[config.mk]
export PLATFORM = sky130hd
export DESIGN_NAME = tx_failsafe_guard
export DESIGN_NICKNAME = d
export VERILOG_FILES = /design/src/rtl/tx_failsafe_guard.sv
export SDC_FILE = /design/constraint.sdc
export NUM_CORES = 1
export LEC_CHECK = 0
export ABC_AREA = 1
export BUFFER_PORTS_ARGS = -buffer_cell sky130_fd_sc_hd__buf_4
export CAP_MARGIN = 25
export CORE_MARGIN = 10
export CORE_UTILIZATION = 49
export CTS_CLUSTER_DIAMETER = 150
export DETAILED_ROUTE_END_ITERATION = 7
export PLACE_DENSITY_LB_ADDON = 0.25
export SLEW_MARGIN = 5
export SYNTH_ARGS = -nofsm -noshare
export SYNTH_HDL_FRONTEND = slang
export SYNTH_SLANG_ARGS = --single-unit
export TNS_END_PERCENT = 5
[constraint.sdc]
create_clock -name clk -period 1.2 [get_ports clk]
set_clock_uncertainty 0.15 [all_clocks]
set_input_delay 0.24 -clock clk [delete_from_list [all_inputs] [get_ports clk]]
set_output_delay 0.24 -clock clk [all_outputs]
set_load 0.01 [all_outputs]
[src/rtl/tx_failsafe_guard.sv]
module tx_failsafe_guard #(
  parameter int DOM_TIMEOUT = 2000
) (
  input  logic       clk,
  input  logic       rst_n,
  input  logic       txd,
  input  logic       stb_req,
  input  logic       ovt,
  input  logic       uv_stby,
  input  logic       uv_off,
  output logic       drv_en,
  output logic [1:0] mode,
  output logic       bus_off
);

  localparam int CW = $clog2(DOM_TIMEOUT + 1);
  localparam logic [CW-1:0] LIMIT = CW'(DOM_TIMEOUT - 1);
  localparam logic [1:0] M_NORM = 2'b00;
  localparam logic [1:0] M_STBY = 2'b01;
  localparam logic [1:0] M_OFF  = 2'b10;

  logic [CW-1:0] dom_cnt;
  logic          dom_trip;
  logic          hot_lock;
  logic [1:0]    mode_q;
  logic [1:0]    mode_d;

  always_comb begin
    if (uv_off)       mode_d = M_OFF;
    else if (uv_stby) mode_d = M_STBY;
    else if (stb_req) mode_d = M_STBY;
    else              mode_d = M_NORM;
  end

  always_ff @(posedge clk or negedge rst_n) begin
    if (!rst_n) mode_q <= M_STBY;
    else        mode_q <= mode_d;
  end

  always_ff @(posedge clk or negedge rst_n) begin
    if (!rst_n) begin
      dom_cnt  <= '0;
      dom_trip <= 1'b0;
    end else if (txd) begin
      dom_cnt  <= '0;
      dom_trip <= 1'b0;
    end else begin
      if (dom_cnt == LIMIT) dom_trip <= 1'b1;
      if (!dom_trip) dom_cnt <= dom_cnt + 1'b1;
    end
  end

  always_ff @(posedge clk or negedge rst_n) begin
    if (!rst_n)          hot_lock <= 1'b0;
    else if (ovt)        hot_lock <= 1'b1;
    else if (txd)        hot_lock <= 1'b0;
  end

  assign mode    = mode_q;
  assign bus_off = (mode_q == M_OFF);
  assign drv_en  = (mode_q == M_NORM) & ~txd & ~dom_trip & ~hot_lock & ~ovt;


  uv_off_prio_chk: assert property (@(posedge clk) disable iff (!rst_n)
    uv_off |=> (mode == M_OFF) && bus_off);


  uv_stby_force_chk: assert property (@(posedge clk) disable iff (!rst_n)
    (!uv_off && uv_stby) |=> (mode == M_STBY));


  pin_normal_chk: assert property (@(posedge clk) disable iff (!rst_n)
    (!uv_off && !uv_stby && !stb_req) |=> (mode == M_NORM));


  hot_release_chk: assert property (@(posedge clk) disable iff (!rst_n)
    (ovt ##1 (!ovt && !txd)) |-> !drv_en);


  dom_trip_chk: assert property (@(posedge clk) disable iff (!rst_n)
    ((!txd && dom_cnt == LIMIT) ##1 !txd) |-> !drv_en);


  quiet_mode_chk: assert property (@(posedge clk) disable iff (!rst_n)
    (mode != M_NORM) |-> !drv_en);

endmodule

==> Word-level counts from Yosys, hierarchy flattened <==
Cells that the tools add are included.
W data, S select, Z words.
{ "op_classes": {"n_addsub": 1, "mul": 0, "div": 0, "order_cmp": 0, "n_eq_ne": 3, "n_shift": 0, "n_mux": 9, "bitwise_logic": 8, "n_reduce_logical": 3} }
{ "ops": {"columns": ["cell", "n"], "rows": [
  ["$mux W11", 2],
  ["$add A11 B1 Y11 const B", 1],
  ["$eq A11 B11 Y1 const B", 1],
  ["$mux W1", 5],
  ["$and A1 B1 Y1", 4],
  ["$mux W2", 2],
  ["$not A1 Y1", 4],
  ["$reduce_bool A2 Y1", 2],
  ["$eq A2 B2 Y1 const B", 1],
  ["$logic_not A2 Y1", 1],
  ["$ne A2 B2 Y1 const B", 1]
]} }
{ "totals": {"reg_bits": 15, "latchBits": 0, "ramBits": 0, "rom_bits": 0, "input_bits": 7, "output_inout_bits": 4, "elab_cells": 28, "mem_count": 0} }

==> Logic depth before layout (Yosys ltp) <==
{ "depth": {"word_depth": 5, "mapped_depth": 7, "ltp_nobuf": 7} }

==> Worst setup path after synthesis <==
OpenSTA, ideal clock, no wires.
{ "synth_timing": {"kind": "reg2reg", "startpoint": "register dom_cnt[1]", "endpoint": "register dom_cnt[8]", "setup_ns": 0.071, "t_arrival_ns": 1.020, "t_required_ns": 0.979, "slack_ns": -0.041, "stages_incl_launch_ff": 8, "path_buffers": 0, "period_less_slack_ns": 1.241, "cell_sequence": "dfrtp_1 > ha_1 > nand3_1 > nor2_4 > nand3_2 > nand2_1 > inv_1 > nor2_1"} }
{ "synth_via": {"elab_chain_cells": 3} }
{ "synth_lines": {"columns": ["element", "line_no", "rtl"], "rows": [
  ["from (decl)", "22", "logic [CW-1:0] dom_cnt;"],
  ["from (signal assigned)", "49", "if (!dom_trip) dom_cnt <= dom_cnt + 1'b1;"],
  ["$add A11 B1 Y11", "49", null],
  ["$mux W11", "49", null],
  ["$mux W11", "44", "end else if (txd) begin"]
]} }
No other way between the ends. The select of a mux whose other input is x is not followed.
A chain may end at the register's enable or synchronous reset.

==> Worst setup path in the final report <==
{ "layout_timing": {"startpoint": "register mode_q[0] (netlist: mode[0])", "endpoint": "output drv_en"} }
{ "layout_via": {"elab_chain_cells": 5} }
{ "layout_lines": {"columns": ["element", "line_no", "rtl"], "rows": [
  ["from (decl)", "25", "logic [1:0] mode_q;"],
  ["from (signal assigned)", "37", "else mode_q <= mode_d;"],
  ["$logic_not A2 Y1", "61", "assign drv_en = (mode_q == M_NORM) & ~txd & ~dom_trip & ~hot_lock & ~ovt;"],
  ["$and A1 B1 Y1 (4 in series)", "61", null],
  ["to (decl)", "11", "output logic drv_en,"]
]} }
No other way between the ends.

==> impl_metrics.py <==
metrics = {
    "grt": {
        "grt_max_degree": 16,
        "grt_pass1_vias": 782,
        "grt_pass1_wl_mm": 3.31,
        "antenna_found_initial": 0,
        "grt_use_total": 0.118,
        "gr-total-overflow": 0,
    },
    "timing": {
        "slew_headroom": 0.868,
        "final-hold-violation-count": 0,
        "slew_viol_final": 0,
        "fin_ws_ns": -0.320,
        "period_minus_slack_ns": 1.52,
        "worst_pin_slew_ns": 0.197,
        "setup_viol": 11,
        "setup_tns_ns": -1.40,
        "rsz0062_at_grt": "yes",
        "fin_crit_sh": 1.27,
        "max_clock_freq_ghz": 0.658,
    },
    "setup_path": {
        "path_max_fanout": 3,
        "critical_path_class": "reg -> out",
        "crit_required_ns": 0.81,
        "arrival_ns": 1.13,
        "r2r-start": "dom_cnt[1]",
        "regToRegSetupSlack_ns": -0.13,
        "cp-start-kind": "flip-flop",
        "end_kind": "primary output",
        "worst_path_max_delay_cell": "dfstp_2",
        "crit_path_max_incr_delay_ns": 0.55,
        "r2r_cells": 7,
        "r2r-end": "dom_cnt[8]",
        "cpLargestDelayFamily": "flip-flops",
        "path_cells": "nor2_1, nand3_1, nor3_2, buf_4",
        "crit_buf_inv": 1,
    },
    "synth": {
        "synth_nets": 113,
        "syn_area_per_cell_um2": 7.71,
        "ys_seq_area_frac": 0.465,
        "async_flop_share": 1.00,
        "ys_top_cells_by_count": "nand2_1 (22), nor2_1 (19), dfrtp_1 (14), inv_1 (13), nand3_1 (7)",
        "synth_edf_count": 0,
        "synth-simple-area-share": 0.391,
        "syn_area_um2": 810,
        "synth_top_area_frac": 0.433,
        "netlist_top_cells_area": "dfrtp_1 (43%), nand2_1 (10%), nor2_1 (8.8%), inv_1 (6.0%), nand3_1 (4.3%)",
        "synth_top_family_by_area": "simple AND/OR/NAND/NOR gates",
        "muxShareOfSynthArea": 0,
        "yosys.area_share.adder": 0.0155,
        "ys.flop_type": "dfrtp_1",
        "yosys.area.top_type": "dfrtp_1",
        "netlist_instances": 105,
        "synth.most_common_cell": "nand2_1",
        "ys_ff_latch": 15,
        "ys_types": 20,
        "synth_xor_area_frac": 0,
        "synth_compound_area_frac": 0.0526,
        "ys_warn_count": 0,
    },
    "pwr": {
        "p_sw_uw": 232,
        "p_seq_frac": 0.566,
        "p_sw_frac": 0.247,
        "total_power_uw": 943,
        "p_leak_uw": 0.000517,
        "p_clk_frac": 0.313,
        "combPwrFrac": 0.121,
        "p_int_uw": 710,
        "power.density_nw_per_um2": 878,
        "peakVddDrop_v": 0.000633,
    },
    "route": {
        "drt-pass1-iter-count": 4,
        "route.detailed.drc": 0,
        "routed_wirelength_mm": 1.84,
        "dr_total_vias": 767,
        "wl_per_cell_um": 12.4,
        "vias_per_cell": 5.18,
        "drt_iter0_drc": 13,
        "antenna_left": 0,
    },
    "floorplanning": {
        "io-pin-count": 11,
        "dieArea_um2": 3680,
        "fp.dieW_um": 60.6,
        "die_h_um": 60.6,
        "fp-row-count": 14,
        "initial_core_util": 0.525,
        "core-area_um2": 1540,
    },
    "worst_hold_path": {
        "hold_start": "ovt",
        "hold_class": "in -> reg",
        "hold_end": "hot_lock",
        "whs_path_depth": 2,
    },
    "clock_tree": {
        "htree_levels": 1,
        "max-clock-path-buffers": 2,
        "clk_pin_slew_ns": 0.09,
        "clk_latency_ns": 0.29,
        "numCtsBuffers": 3,
        "cts_tree": "built",
        "root_buffer": "clkbuf_4",
        "clock_sinks": 15,
    },
    "job": {
        "maxCapViolCount": 0,
    },
    "cells_and_area": {
        "utilization": 0.696,
        "syn2layout_area_growth_pct": 32.6,
        "finish.net_count": 141,
        "diodes": 0,
        "drive_above_1_share": 0.326,
    },
    "status": {
        "violations": "setup timing",
        "status": "complete, but fails checks",
    },
    "placement": {
        "dp_hpwl_mm": 1.41,
        "numPortBuffers": 10,
        "gp_congestion": 0.831,
    },
}
## final cells by class
cell class / count / area [um2]
clock buffer: 4 / 26.3
fill: 125 / 468
inverter: 15 / 56.3
multi-input combinational: 74 / 402
sequential: 15 / 378
tap: 16 / 20.0
timing repair buffer: 24 / 191
## repair_timing
action,CTS,global route
cloned,0,0
buffers inserted,1,0
endpoints found under the setup margin,14,15
hold buffers,3,0
pin swaps,3,2
hold endpoints to repair,18,0
resized for setup,5,4
## how the worst max path moves through the flow
stage                          start          to  slack (ns)  cells past startpoint
after floorplan           dom_cnt[1]  dom_cnt[8]       -0.04                      7
after global placement    dom_cnt[0]  dom_cnt[8]       -0.05                      6
after detailed placement  dom_cnt[1]  dom_cnt[8]        -0.1                      7
after CTS                    mode[0]      drv_en       -0.33                      4
after global routing        dom_trip      drv_en       -0.39                      4
final                        mode[0]      drv_en       -0.32                      4
## worst register-to-register path: stages, from the launching register on
cell and delay [ns]:
dfrtp_1 0.38, ha_2 0.20, nand3_1 0.12, nor2_4 0.16
nand3_2 0.07, nand2_1 0.06, inv_1 0.03, nor2_1 0.09
## registers in the layout, summed over array words and instances, names as in the netlist
register,count
hot_lock,1
mode,2
dom_cnt,11
dom_trip,1
## power groups by stage
| stage | Sequential, uW | Combinational (uW) | Clock [uW] |
|---|---|---|---|
| 2_1_floorplan | 543 | 34.7 | 0 |
| 3_3_place_gp | 540 | 99.9 | 0 |
| 3_5_place_dp | 542 | 104 | 0 |
| 4_1_cts | 532 | 114 | 303 |
| 5_1_grt | 535 | 130 | 324 |
| 6_report | 533 | 114 | 295 |
## placed cells by master (no fill, tap or decap)
cell type / instances
o21ai_1: 1
dfstp_2: 1
dfrtp_2: 1
nand3_2: 3
o21ai_0: 3
inv_2: 2
nand2_1: 22
a21o_1: 1
a21oi_1: 3
dlygate4sd3_1: 3
buf_6: 1
nand2_2: 2
nand3_1: 7
and3_2: 1
nor2_2: 1
nor2_1: 18
clkbuf_1: 1
nor3b_2: 1
nand4_1: 4
nor2_4: 4
clkbuf_4: 3
ha_2: 1
buf_4: 20
nor3_2: 2
inv_1: 13
dfrtp_1: 13
## logic make-up (layout without fill, tap and decap cells)
logic type,after synthesis,in the layout
adder cells (fa/ha/maj),1,1
flip-flops,15,15
buffers and inverters,16,43
AO/OA/AOI/OAI,8,8
AND/OR/NAND/NOR,65,65
## stage by stage
| stage | hold WS (ns) | setup WS, ns | instance area, um2 | instances |
|---|---|---|---|---|
| floorplan | -0.206 | -0.0402 | 812 | 105 |
| global placement | -0.0441 | -0.0526 | 977 | 140 |
| detailed placement | -0.0407 | -0.0980 | 977 | 140 |
| CTS | 0.00563 | -0.330 | 1060 | 148 |
| global route | 0.00518 | -0.393 | 1070 | 148 |
| finish | 0.00210 | -0.320 | 1070 | 148 |
## metal layers
| layer | global-route usage | vias to the layer above | share of wire |
|---|---|---|---|
| met2 | 0.189 | 24 | 0.50 |
| met1 | 0.132 | 347 | 0.40 |
| met3 | 0.0334 | 11 | 0.042 |
| met5 | 0 | - | 0 |
| met4 | 0.0846 | 0 | 0.048 |
| li1 | - | 385 | - |
Power figures use the tool's default switching activity.
